[config.mk]
export PLATFORM = sky130hd
export DESIGN_NAME = spi_cmd_master
export DESIGN_NICKNAME = d
export VERILOG_FILES = /design/src/rtl/spi_cmd_pkg.sv /design/src/rtl/spi_cmd_fifo.sv /design/src/rtl/spi_cmd_shifter.sv /design/src/rtl/spi_cmd_master.sv
export SDC_FILE = /design/constraint.sdc
export NUM_CORES = 1
export LEC_CHECK = 0
export ABC_AREA = 1
export BUFFER_PORTS_ARGS = -buffer_cell sky130_fd_sc_hd__buf_4
export CELL_PAD_IN_SITES_DETAIL_PLACEMENT = 1
export CELL_PAD_IN_SITES_GLOBAL_PLACEMENT = 1
export CORE_MARGIN = 1.5
export CORE_UTILIZATION = 30
export CTS_CLUSTER_SIZE = 25
export DETAILED_ROUTE_END_ITERATION = 8
export GPL_TIMING_DRIVEN = 0
export PLACE_DENSITY = 0.51
export SKIP_CTS_REPAIR_TIMING = 1
export SYNTH_ARGS = -nofsm -noshare
export SYNTH_HDL_FRONTEND = slang
export SYNTH_SLANG_ARGS = --single-unit
[constraint.sdc]
create_clock -name clk_i -period 7.7 [get_ports clk_i]
set_input_delay 1.155 -clock clk_i [delete_from_list [all_inputs] [get_ports clk_i]]
set_output_delay 1.155 -clock clk_i [all_outputs]
set_load 0.03 [all_outputs]
[src/rtl/spi_cmd_pkg.sv]
package spi_cmd_pkg;
  localparam int DATA_W = 16;

  typedef struct packed {
    logic        cont;
    logic [2:0]  attr_sel;
    logic        eoq;
    logic        clr_cnt;
    logic [3:0]  rsvd;
    logic [5:0]  cs_mask;
    logic [15:0] data;
  } cmd_t;

  typedef struct packed {
    logic        rsvd_hi;
    logic [3:0]  fmsz;
    logic        cpol;
    logic        cpha;
    logic        lsbf;
    logic [23:0] rsvd_lo;
  } attr_t;

  localparam logic [7:0] A_CTRL = 8'h00;
  localparam logic [7:0] A_STAT = 8'h04;
  localparam logic [7:0] A_IEN  = 8'h08;
  localparam logic [7:0] A_PUSH = 8'h0C;
  localparam logic [7:0] A_POP  = 8'h10;
  localparam logic [7:0] A_FCNT = 8'h14;

  localparam int B_RUN  = 31;
  localparam int B_TXFL = 11;
  localparam int B_RXFL = 10;
  localparam int B_EOQ  = 28;
  localparam int B_OVF  = 27;

  localparam logic [31:0] ATTR_RST = 32'h3800_0000;
endpackage

[src/rtl/spi_cmd_fifo.sv]
module spi_cmd_fifo #(
  parameter int WIDTH = 32,
  parameter int DEPTH = 4
) (
  input  logic             clk_i,
  input  logic             rst_ni,
  input  logic             flush_i,
  input  logic             push_i,
  input  logic [WIDTH-1:0] wdata_i,
  input  logic             pop_i,
  output logic [WIDTH-1:0] rdata_o,
  output logic             empty_o,
  output logic             full_o
);
  localparam int PW = (DEPTH > 1) ? $clog2(DEPTH) : 1;
  localparam int CW = $clog2(DEPTH + 1);

  logic [WIDTH-1:0] mem_q [DEPTH];
  logic [PW-1:0]    wp_q, rp_q;
  logic [CW-1:0]    cnt_q;
  logic             do_push, do_pop;

  assign empty_o = (cnt_q == '0);
  assign full_o  = (cnt_q == CW'(DEPTH));
  assign do_push = push_i & ~full_o & ~flush_i;
  assign do_pop  = pop_i & ~empty_o & ~flush_i;
  assign rdata_o = mem_q[rp_q];

  function automatic logic [PW-1:0] nxt(input logic [PW-1:0] p);
    return (p == PW'(DEPTH - 1)) ? '0 : p + 1'b1;
  endfunction

  always_ff @(posedge clk_i or negedge rst_ni) begin
    if (!rst_ni) begin
      wp_q  <= '0;
      rp_q  <= '0;
      cnt_q <= '0;
    end else if (flush_i) begin
      wp_q  <= '0;
      rp_q  <= '0;
      cnt_q <= '0;
    end else begin
      if (do_push) wp_q <= nxt(wp_q);
      if (do_pop)  rp_q <= nxt(rp_q);
      case ({do_push, do_pop})
        2'b10:   cnt_q <= cnt_q + 1'b1;
        2'b01:   cnt_q <= cnt_q - 1'b1;
        default: cnt_q <= cnt_q;
      endcase
    end
  end

  always_ff @(posedge clk_i) begin
    if (do_push) mem_q[wp_q] <= wdata_i;
  end

  assert_pop_empty_R10: assert property (@(posedge clk_i) disable iff (!rst_ni)
    (pop_i && empty_o && !push_i && !flush_i) |=> $stable(cnt_q));

  assert_push_full_R9: assert property (@(posedge clk_i) disable iff (!rst_ni)
    (push_i && full_o && !pop_i && !flush_i) |=> $stable(cnt_q));
endmodule

[src/rtl/spi_cmd_shifter.sv]
module spi_cmd_shifter
  import spi_cmd_pkg::*;
#(
  parameter int NUM_CS   = 6,
  parameter int HALF_DIV = 4
) (
  input  logic              clk_i,
  input  logic              rst_ni,
  input  logic              run_i,
  input  logic              cmd_valid_i,
  input  cmd_t              cmd_i,
  input  attr_t             attr_i,
  input  logic [NUM_CS-1:0] cs_idle_i,
  input  logic              miso_i,
  output logic              cmd_pop_o,
  output logic              done_o,
  output logic              done_eoq_o,
  output logic [DATA_W-1:0] rx_data_o,
  output logic              sck_o,
  output logic              mosi_o,
  output logic [NUM_CS-1:0] cs_o
);
  localparam int DW = (HALF_DIV > 1) ? $clog2(HALF_DIV) : 1;
  localparam int EW = $clog2(2 * DATA_W) + 1;

  typedef enum logic [1:0] {S_IDLE, S_SETUP, S_SHIFT, S_HOLD} st_e;

  st_e               state_q;
  logic [DW-1:0]     div_q;
  logic [EW-1:0]     edge_q, size_q;
  logic              cpol_q, cpha_q, lsbf_q, cont_q, eoq_q, done_q, sck_q;
  logic [DATA_W-1:0] data_q, rx_q;
  logic [NUM_CS-1:0] sel_q;

  logic          tick, start, sample, last_edge;
  logic [EW-1:0] fsz, k_rx, k_tx, pos_rx, pos_tx;

  assign tick      = (div_q == DW'(HALF_DIV - 1));
  assign start     = (state_q == S_IDLE) && run_i && cmd_valid_i && !done_q;
  assign sample    = cpha_q ? edge_q[0] : ~edge_q[0];
  assign last_edge = (edge_q == (size_q << 1) - EW'(1));
  assign fsz       = (attr_i.fmsz < 4'd3) ? EW'(4) : EW'(attr_i.fmsz) + EW'(1);

  // bit index on the wire; phase 1 advances on the leading edge
  assign k_rx   = edge_q >> 1;
  assign k_tx   = cpha_q ? ((edge_q == '0) ? '0 : (edge_q - EW'(1)) >> 1) : (edge_q >> 1);
  assign pos_rx = lsbf_q ? k_rx : size_q - EW'(1) - k_rx;
  assign pos_tx = lsbf_q ? k_tx : size_q - EW'(1) - k_tx;

  always_ff @(posedge clk_i or negedge rst_ni) begin
    if (!rst_ni) begin
      state_q <= S_IDLE;
      div_q   <= '0;
      edge_q  <= '0;
      size_q  <= EW'(8);
      cpol_q  <= 1'b0;
      cpha_q  <= 1'b0;
      lsbf_q  <= 1'b0;
      cont_q  <= 1'b0;
      eoq_q   <= 1'b0;
      done_q  <= 1'b0;
      sck_q   <= 1'b0;
      data_q  <= '0;
      rx_q    <= '0;
      sel_q   <= '0;
    end else begin
      done_q <= 1'b0;
      case (state_q)
        S_IDLE: if (start) begin
          state_q <= S_SETUP;
          div_q   <= '0;
          edge_q  <= '0;
          size_q  <= fsz;
          cpol_q  <= attr_i.cpol;
          cpha_q  <= attr_i.cpha;
          lsbf_q  <= attr_i.lsbf;
          cont_q  <= cmd_i.cont;
          eoq_q   <= cmd_i.eoq;
          data_q  <= cmd_i.data;
          rx_q    <= '0;
          sck_q   <= attr_i.cpol;
          sel_q   <= cmd_i.cs_mask[NUM_CS-1:0];
        end
        S_SETUP: begin
          div_q <= tick ? '0 : div_q + 1'b1;
          if (tick) state_q <= S_SHIFT;
        end
        S_SHIFT: begin
          div_q <= tick ? '0 : div_q + 1'b1;
          if (tick) begin
            sck_q  <= ~sck_q;
            edge_q <= edge_q + 1'b1;
            if (sample) rx_q[pos_rx[3:0]] <= miso_i;
            if (last_edge) state_q <= S_HOLD;
          end
        end
        S_HOLD: begin
          div_q <= tick ? '0 : div_q + 1'b1;
          if (tick) begin
            state_q <= S_IDLE;
            done_q  <= 1'b1;
            if (!cont_q) sel_q <= '0;
          end
        end
        default: state_q <= S_IDLE;
      endcase
    end
  end

  assign mosi_o     = (state_q != S_IDLE) && (k_tx < size_q) ? data_q[pos_tx[3:0]] : 1'b0;
  assign cmd_pop_o  = start;
  assign done_o     = done_q;
  assign done_eoq_o = done_q & eoq_q;
  assign rx_data_o  = rx_q;
  assign sck_o      = sck_q;
  assign cs_o       = cs_idle_i ^ sel_q;

  assert_sck_quiet_R5: assert property (@(posedge clk_i) disable iff (!rst_ni)
    (state_q == S_HOLD) |=> $stable(sck_q));

  assert_halt_R8: assert property (@(posedge clk_i) disable iff (!rst_ni)
    (state_q == S_IDLE && !run_i) |=> (state_q == S_IDLE));

  assert_cs_release_R7: assert property (@(posedge clk_i) disable iff (!rst_ni)
    (done_q && !cont_q) |-> (sel_q == '0));
endmodule

[src/rtl/spi_cmd_master.sv]
module spi_cmd_master
  import spi_cmd_pkg::*;
#(
  parameter int NUM_CS     = 6,
  parameter int FIFO_DEPTH = 4,
  parameter int NUM_ATTR   = 8,
  parameter int HALF_DIV   = 4
) (
  input  logic              clk_i,
  input  logic              rst_ni,
  input  logic              reg_we_i,
  input  logic              reg_re_i,
  input  logic [7:0]        reg_addr_i,
  input  logic [31:0]       reg_wdata_i,
  output logic [31:0]       reg_rdata_o,
  output logic              sck_o,
  output logic              mosi_o,
  input  logic              miso_i,
  output logic [NUM_CS-1:0] cs_o,
  output logic              irq_o
);
  localparam int IW = (NUM_ATTR > 1) ? $clog2(NUM_ATTR) : 1;

  logic              run_q, eoq_q, ovf_q, ien_q;
  logic [NUM_CS-1:0] idle_q;
  logic [15:0]       fcnt_q;
  logic [31:0]       attr_q [NUM_ATTR];

  logic        wr_ctrl, wr_stat, wr_ien, wr_push, rd_pop, attr_hit;
  logic [IW-1:0] attr_idx;
  logic        tx_empty, tx_full, rx_empty, rx_full;
  logic [31:0] tx_head;
  logic [DATA_W-1:0] rx_head, eng_rx;
  logic        eng_pop, eng_done, eng_eoq;
  cmd_t        cmd;

  assign wr_ctrl  = reg_we_i && reg_addr_i == A_CTRL;
  assign wr_stat  = reg_we_i && reg_addr_i == A_STAT;
  assign wr_ien   = reg_we_i && reg_addr_i == A_IEN;
  assign wr_push  = reg_we_i && reg_addr_i == A_PUSH;
  assign rd_pop   = reg_re_i && reg_addr_i == A_POP;
  assign attr_hit = reg_addr_i[7:5] == 3'b001;
  assign attr_idx = reg_addr_i[IW+1:2];
  assign cmd      = cmd_t'(tx_head);

  always_ff @(posedge clk_i or negedge rst_ni) begin
    if (!rst_ni) begin
      run_q  <= 1'b0;
      idle_q <= '1;
      ien_q  <= 1'b0;
      eoq_q  <= 1'b0;
      ovf_q  <= 1'b0;
      fcnt_q <= '0;
    end else begin
      if (wr_ctrl) begin
        run_q  <= reg_wdata_i[B_RUN];
        idle_q <= reg_wdata_i[16 +: NUM_CS];
      end
      if (wr_ien) ien_q <= reg_wdata_i[B_EOQ];
      // a set in the same cycle wins over a software clear
      if (eng_eoq)                           eoq_q <= 1'b1;
      else if (wr_stat && reg_wdata_i[B_EOQ]) eoq_q <= 1'b0;
      if (wr_push && tx_full)                ovf_q <= 1'b1;
      else if (wr_stat && reg_wdata_i[B_OVF]) ovf_q <= 1'b0;
      if (eng_pop && cmd.clr_cnt) fcnt_q <= '0;
      else if (eng_done)          fcnt_q <= fcnt_q + 1'b1;
    end
  end

  for (genvar g = 0; g < NUM_ATTR; g++) begin : g_attr
    always_ff @(posedge clk_i or negedge rst_ni) begin
      if (!rst_ni)                                          attr_q[g] <= ATTR_RST;
      else if (reg_we_i && attr_hit && attr_idx == IW'(g)) attr_q[g] <= reg_wdata_i;
    end
  end

  spi_cmd_fifo #(.WIDTH(32), .DEPTH(FIFO_DEPTH)) u_txq (
    .clk_i, .rst_ni,
    .flush_i (wr_ctrl && reg_wdata_i[B_TXFL]),
    .push_i  (wr_push),
    .wdata_i (reg_wdata_i),
    .pop_i   (eng_pop),
    .rdata_o (tx_head),
    .empty_o (tx_empty),
    .full_o  (tx_full)
  );

  spi_cmd_fifo #(.WIDTH(DATA_W), .DEPTH(FIFO_DEPTH)) u_rxq (
    .clk_i, .rst_ni,
    .flush_i (wr_ctrl && reg_wdata_i[B_RXFL]),
    .push_i  (eng_done),
    .wdata_i (eng_rx),
    .pop_i   (rd_pop),
    .rdata_o (rx_head),
    .empty_o (rx_empty),
    .full_o  (rx_full)
  );

  spi_cmd_shifter #(.NUM_CS(NUM_CS), .HALF_DIV(HALF_DIV)) u_eng (
    .clk_i, .rst_ni,
    .run_i       (run_q && !eoq_q && !rx_full),
    .cmd_valid_i (!tx_empty),
    .cmd_i       (cmd),
    .attr_i      (attr_t'(attr_q[cmd.attr_sel[IW-1:0]])),
    .cs_idle_i   (idle_q),
    .miso_i      (miso_i),
    .cmd_pop_o   (eng_pop),
    .done_o      (eng_done),
    .done_eoq_o  (eng_eoq),
    .rx_data_o   (eng_rx),
    .sck_o       (sck_o),
    .mosi_o      (mosi_o),
    .cs_o        (cs_o)
  );

  always_comb begin
    reg_rdata_o = '0;
    case (reg_addr_i)
      A_CTRL: begin
        reg_rdata_o[B_RUN]       = run_q;
        reg_rdata_o[16 +: NUM_CS] = idle_q;
      end
      A_STAT: begin
        reg_rdata_o[B_EOQ] = eoq_q;
        reg_rdata_o[B_OVF] = ovf_q;
      end
      A_IEN:  reg_rdata_o[B_EOQ] = ien_q;
      A_POP:  reg_rdata_o[DATA_W-1:0] = rx_empty ? '0 : rx_head;
      A_FCNT: reg_rdata_o[15:0] = fcnt_q;
      default: if (attr_hit) reg_rdata_o = attr_q[attr_idx];
    endcase
  end

  assign irq_o = eoq_q & ien_q;

  assert_drop_full_R9: assert property (@(posedge clk_i) disable iff (!rst_ni)
    (wr_push && tx_full) |=> ovf_q);

  assert_eoq_set_R8: assert property (@(posedge clk_i) disable iff (!rst_ni)
    eng_eoq |=> eoq_q);
endmodule

==> results.toml, run 1 <==
[sta]
final_sum_of_negative_setup_slack_ps = 0
final.setup.worst_slack_ps = 2530
timing.final.setup_violations = 0
grt_setup_unrepaired = "no"
actual_slew_at_the_worst_max_slew_pin_ps = 1160
finalMaxSlewViolations = 0
hold_viol = 0
max_freq_mhz = 194
final.period_utilization_pct = 67.1
worst_slew_margin_rel_pct = 22.7
finalCriticalPeriod_ps = 5170
worst_setup_skew_after_layout_ps = 18.0

[synth]
post_synthesis_cell_area_um2 = 24600
dominantRegCellSynth = "sky130_fd_sc_hd__dfrtp_1"
syn-num-nets = 2774
postSynthRegisterBits = 531
synth_simple_gate_area_share_pct = 16.9
ys_warn_count = 0
postSynth.asyncResetShare_pct = 66.9
netlist-cell-type-count = 49
compound_gate_fraction_of_synth_area_pct = 15.0
muxShareOfSynthArea_pct = 0.0863
synth_seq_area_share_pct = 57.6
synth_adder_area_share_pct = 2.10
post_synth_inst_count = 2690
largest_family_of_logic_cells_by_synthesized_area = "simple AND/OR/NAND/NOR gates"
post_synth.cell_area_avg_um2 = 9.16
synth-xor-area-share_pct = 0.675
number_of_synthesized_flops_with_an_enable_pin = 176

[floorplan]
die_area_um2 = 83900
floorplan.die.width_um = 290
initial_utilization_pct = 30.5
placeableCoreArea_um2 = 80900
io-pin-count = 86
die_span_y_um = 290
core_rows = 104

[job]
cap_violations = 0

[global_route]
leftover_overflow_at_the_end_of_global_routing = 0
global_route_wire_length_before_repair_um = 144000
grt_antenna_before_repair = 1
vias_in_the_first_global_route = 21300
grt_start_max_net_pins = 109
grtUsageTotal_pct = 23.4

[setup_path]
cp_delay_by_family_top = "buffers and inverters"
critical_path_arrival_ps = 4010
critical_path_s_largest_stage_delay_ps = 850
criticalPathCategory = "in2out"
path_buf_inv = 4
worstPathCellList = "buf_4 > nand2_1 > clkbuf_1 > buf_1 > o211ai_1 > nand3_1 > nand3_1 > buf_4"
crit_path_end_kind = "primary output"
worst_path_slowest_cell = "sky130_fd_sc_hd__buf_1"
critPathMaxFanout = 10
worst-endpoint-required_ps = 6550
startpoint_type = "primary input"

[cts]
clock_tree.buffer_depth = 3
clock_tree.root_cell = "sky130_fd_sc_hd__clkbuf_16"
clk_transition_reported_paths_ps = 60
htreeDepth = 2
clkSinkCount = 531
numCtsBuffers = 61
clk_latency_ps = 640
tritoncts = "yes"

[placement]
place_worst_setup_slack_ps = 2490
gp_congestion = 0.840
place.detailed.hpwl_um = 68900
place.port_buffers = 84

[detailed_routing]
drt-initial-drc-count = 1165
detail_route.drc_violations = 0
routed_via_count = 20300
first_pass_iteration_count_of_the_detailed_router = 8
postRouteWirelength_um = 97000
routed_via_density = 5.13
antenna_left = 0
route.detailed.wl_per_inst_um = 24.5

[cells_and_area]
fillerInstances = 9350
area.growth.synth_to_final_pct = 17.6
nNetsFinal = 2932
layout-drive-gt1-share_pct = 11.0

[status]
outcome = "finished clean"

[worst_hold_path]
worst_min_delay_path_category = "in2async"

[pwr]
power.density_nw_per_um2 = 281
leakage_power_uw = 0.0125
peakVddDrop_mv = 0.193
-- worst paths after layout --
path | from | endpoint | slack, ps | cells past startpoint
setup reg to reg | u_eng.state_q[1]$_DFFE_PN0P_ | u_txq.cnt_q[2]$_DFFE_PN0P_ | 4330 | 14
setup / recovery | reg_addr_i[2] | reg_rdata_o[13] | 2530 | 8
hold / removal | rst_ni | u_eng.edge_q[0]$_DFFE_PN0P_ | 430 | 1
hold reg to reg | attr_q[51]$_DFFE_PN0P_ | attr_q[51]$_DFFE_PN0P_ | 490 | 2
max in group asynchronous | rst_ni | attr_q[12]$_DFFE_PN0P_ | 5370 | 4
min in group clk_i | attr_q[51]$_DFFE_PN0P_ | attr_q[51]$_DFFE_PN0P_ | 490 | 2
-- cells by family after synthesis --
group	count (synthesis)
xor+xnor	19
flops	531
mux	2
fa+ha+maj	39
compound gates	661
buf+inv	465
simple gates	973
-- power by group --
group | switching [uW] | leakage (uW) | internal [uW] | total [uW]
clock | 1230 | 0.00101 | 1830 | 3060
sequential | 227 | 0.00580 | 3330 | 3560
combinational | 1040 | 0.00566 | 480 | 1520
total | 2500 | 0.0125 | 5640 | 8140
-- sequential cells by signal (all words and copies together) (netlist names), 3 cells and up --
signal           flops
fcnt_q              16
u_eng.size_q         5
idle_q               6
u_eng.rx_data_o     16
u_rxq.cnt_q          3
u_eng.sel_q          6
u_eng.edge_q         6
attr_q             256
u_eng.data_q        16
u_rxq.mem_q         64
u_txq.mem_q        112
u_txq.cnt_q          3
-- per-stage QoR --
step | power (uW) | std cells | cell area, um^2 | util (%) | hold WS, ps
3_5_place_dp | 5150 | 3845 | 26900 | 33.2 | 474
5_1_grt | 8570 | 3961 | 29000 | 35.8 | 443
3_3_place_gp | 5070 | 3834 | 26600 | 32.9 | 467
6_report | 8140 | 3962 | 29000 | 35.8 | 429
2_1_floorplan | 4510 | 2690 | 24600 | - | 446
4_1_cts | 8250 | 3961 | 29000 | 35.8 | 420
-- area by class of cell --
cell class	instances	area (um^2)	share of cell area [%]
multi-input cells	1694	8630	29.8
clock inverters	24	347	1.20
inverters	319	1200	4.14
diodes	1	2.50	0.00864
plain buffers	146	653	2.25
flip-flops and latches	531	14200	49.0
well taps	1060	1330	4.58
clock buffers	92	1740	6.01
repair buffers	95	873	3.01
-- layout by cell type, fill, tap and decap left out, types with 93 or more instances in the layout --
| cell type | Yosys | routed |
|---|---|---|
| sky130_fd_sc_hd__nand2_1 | 493 | 493 |
| sky130_fd_sc_hd__dfrtp_1 | 324 | 324 |
| sky130_fd_sc_hd__o21ai_0 | 306 | 306 |
| sky130_fd_sc_hd__inv_1 | 305 | 305 |
| sky130_fd_sc_hd__nor2_1 | 235 | 227 |
| sky130_fd_sc_hd__nand3_1 | 177 | 177 |
| sky130_fd_sc_hd__edfxtp_1 | 176 | 176 |
| sky130_fd_sc_hd__a21oi_1 | 150 | 150 |
| sky130_fd_sc_hd__buf_4 | 12 | 95 |
| sky130_fd_sc_hd__clkbuf_1 | 72 | 93 |
-- Yosys cell counts, types with 8 or more instances --
cell type / instances / area, um^2
sky130_fd_sc_hd__a21oi_1: 150 / 751
sky130_fd_sc_hd__a31oi_1: 23 / 144
sky130_fd_sc_hd__a32o_1: 8 / 80.1
sky130_fd_sc_hd__buf_1: 19 / 71.3
sky130_fd_sc_hd__buf_2: 42 / 210
sky130_fd_sc_hd__buf_4: 12 / 90.1
sky130_fd_sc_hd__clkbuf_1: 72 / 270
sky130_fd_sc_hd__dfrtp_1: 324 / 8110
sky130_fd_sc_hd__dfstp_2: 31 / 815
sky130_fd_sc_hd__edfxtp_1: 176 / 5290
sky130_fd_sc_hd__ha_1: 35 / 438
sky130_fd_sc_hd__inv_1: 305 / 1140
sky130_fd_sc_hd__inv_2: 12 / 45.0
sky130_fd_sc_hd__nand2_1: 493 / 1850
sky130_fd_sc_hd__nand3_1: 177 / 886
sky130_fd_sc_hd__nand4_1: 25 / 156
sky130_fd_sc_hd__nor2_1: 235 / 882
sky130_fd_sc_hd__nor3_1: 13 / 65.1
sky130_fd_sc_hd__nor3_4: 8 / 130
sky130_fd_sc_hd__o211ai_1: 44 / 330
sky130_fd_sc_hd__o21ai_0: 306 / 1530
sky130_fd_sc_hd__o21ai_1: 16 / 80.1
sky130_fd_sc_hd__o22ai_1: 77 / 482
sky130_fd_sc_hd__o32ai_1: 16 / 140
sky130_fd_sc_hd__xor2_1: 15 / 131
-- metal layers --
| layer | vias up | part of all wire [%] | GRT usage [%] |
|---|---|---|---|
| li1 | 9385 | - | - |
| met1 | 10500 | 47 | 32.7 |
| met2 | 370 | 47 | 38.9 |
| met3 | 107 | 3.8 | 2.28 |
| met4 | 0 | 2.3 | 5.67 |
| met5 | - | 0 | 0 |
Power figures use the tool's default switching activity.
==> run 2, diff against run 1 <==
- PLACE_DENSITY: 0.51 -> 0.53
- clock period: 7.7 -> 4.6 ns (I/O delays scaled with it)
==> results.toml, run 2 (synthesis gave the netlist of run 1 again) <==
[pwr]
clkPwrFrac_pct = 39.5
pwr-share-seq_pct = 42.4
logic_gate_share_of_total_power_pct = 18.1
power.density_nw_per_um2 = 483
leakage_power_uw = 0.0126
cell_internal_power_uw = 9800
power.share.switching_pct = 30.5
peakVddDrop_mv = 0.230
switchingPower_uw = 4290

[setup_path]
cp_delay_by_family_top = "simple AND/OR/NAND/NOR gates"
criticalPathCategory = "reg2out"
critical_path_arrival_ps = 3590
critPathMaxFanout = 10
worstPathCellList = "inv_1 > ha_1 > o21ai_1 > nand2_1 > inv_1 > ha_1 > or2_2 > buf_1 > nand2_2 > nand2_1 > nand3_1 > nand3_1 > nand3_1 > nand2_1 > nor2_1 > buf_4"
critical_path_s_largest_stage_delay_ps = 440
path_buf_inv = 4
worst-endpoint-required_ps = 3910
startpoint_type = "register"
crit_path_end_kind = "primary output"
worst_path_slowest_cell = "sky130_fd_sc_hd__dfrtp_1"

[sta]
timing.final.setup_violations = 0
hold_viol = 0
grt_setup_unrepaired = "no"
actual_slew_at_the_worst_max_slew_pin_ps = 1140
worst_slew_margin_rel_pct = 24.1
final.period_utilization_pct = 93.0
finalCriticalPeriod_ps = 4280
finalMaxSlewViolations = 0
final.setup.worst_slack_ps = 320
worst_setup_skew_after_layout_ps = 19.9
holdWs_ps = 1.55
max_freq_mhz = 234

[detailed_routing]
routed_via_density = 5.16
drt-initial-drc-count = 1363
route.detailed.wl_per_inst_um = 24.4
antenna_left = 0
first_pass_iteration_count_of_the_detailed_router = 5
postRouteWirelength_um = 96800
detail_route.drc_violations = 0
routed_via_count = 20500

[cells_and_area]
largest_registers = "attr_q x256, u_txq.mem_q x112, u_rxq.mem_q x64"
largest-register = "attr_q"
layout-drive-gt1-share_pct = 11.6
final_non_filler_cell_area_um2 = 29200
layout_commonest_cell = "sky130_fd_sc_hd__nand2_1"
final_cells = 3969
area.growth.synth_to_final_pct = 18.4
largest_register_ff_count = 256
final_cell_mix = "493 x sky130_fd_sc_hd__nand2_1, 324 x sky130_fd_sc_hd__dfrtp_1, 303 x sky130_fd_sc_hd__inv_1, 303 x sky130_fd_sc_hd__o21ai_0, 227 x sky130_fd_sc_hd__nor2_1"
nNetsFinal = 2938

[floorplan]
die_span_y_um = 290
placeableCoreArea_um2 = 80900
die_area_um2 = 83900
initial_utilization_pct = 30.5
floorplan.die.width_um = 290
core_rows = 104
io-pin-count = 86

[placement]
placedInstanceArea_um2 = 26900
place.port_buffers = 84
place_worst_setup_slack_ps = -73.0
gp_congestion = 0.818
place.detailed.hpwl_um = 68500
place_inst = 3845

[worst_hold_path]
worst_min_delay_path_category = "in2async"

[cts]
numCtsBuffers = 67
clk_latency_ps = 600
htreeDepth = 3
clkSinkCount = 531
clock_tree.root_cell = "sky130_fd_sc_hd__clkbuf_16"
clock_tree.buffer_depth = 3
clk_transition_reported_paths_ps = 60
tritoncts = "yes"

[job]
cap_violations = 0

[global_route]
vias_in_the_first_global_route = 21600
grt_start_max_net_pins = 108
leftover_overflow_at_the_end_of_global_routing = 0
grtUsageTotal_pct = 23.3
grt_antenna_before_repair = 1
global_route_wire_length_before_repair_um = 143000

[status]
outcome = "finished clean"
[run 2: cell types whose count changed in the layout (fill, tap and decap cells not counted), sizes merged]
| cell | before | now |
|---|---|---|
| clkinvlp | 2 | 0 |
| clkinv | 12 | 17 |
| diode | 1 | 3 |
| clkbuf | 164 | 166 |
[run 2: stage by stage]
step | TNS, ps | total power (uW) | util (%)
global placement | -404300 | 8480 | 32.9
floorplan | 0 | 7550 | -
global route | 0 | 14800 | 36.1
detailed placement | -136 | 8610 | 33.2
CTS | -184 | 14200 | 36.0
finish | 0 | 14100 | 36.1
[run 2: area by class of cell]
type                    count  area (um^2)
clock buffers              94         1950
repair buffers             95          861
inverters                 319         1200
diodes                      3         7.51
multi-input cells        1694         8630
plain buffers             146          653
well taps                1060         1330
clock inverters            27          345
flip-flops and latches    531        14200
fillers                  9396        51800
[run 2: final timing paths]
kind	slack, ps	from	cells after the start	endpoint
max	320	u_eng.edge_q[1]$_DFFE_PN0P_	16	mosi_o
min reg2reg	480	fcnt_q[15]$_DFFE_PN0P_	1	fcnt_q[15]$_DFFE_PN0P_
max in group asynchronous	2640	rst_ni	4	attr_q[44]$_DFFE_PN0P_
min in group clk_i	310	reg_wdata_i[11]	1	u_txq.mem_q[0][11]$_DFFE_PP_
max reg2reg	1300	u_eng.state_q[1]$_DFFE_PN0P_	14	u_txq.cnt_q[2]$_DFFE_PN0P_
min	2	rst_ni	1	u_eng.edge_q[2]$_DFFE_PN0P_
[run 2: metal layers]
metal  wire length, um  up-vias  GRT usage [%]
met5                 0        -              0
met3              4000      131           3.05
met4              2170        0           6.30
li1                  -     9403              -
met1             44300    10500           31.9
met2             46400      432           38.9
[run 2: power groups by stage]
stage	Sequential [uW]	Clock (uW)	Combinational, uW
finish	5980	5560	2560
floorplan	5900	0	1650
CTS	5970	5690	2580
global route	6050	5870	2890
detailed placement	6050	0	2560
global placement	6020	0	2460
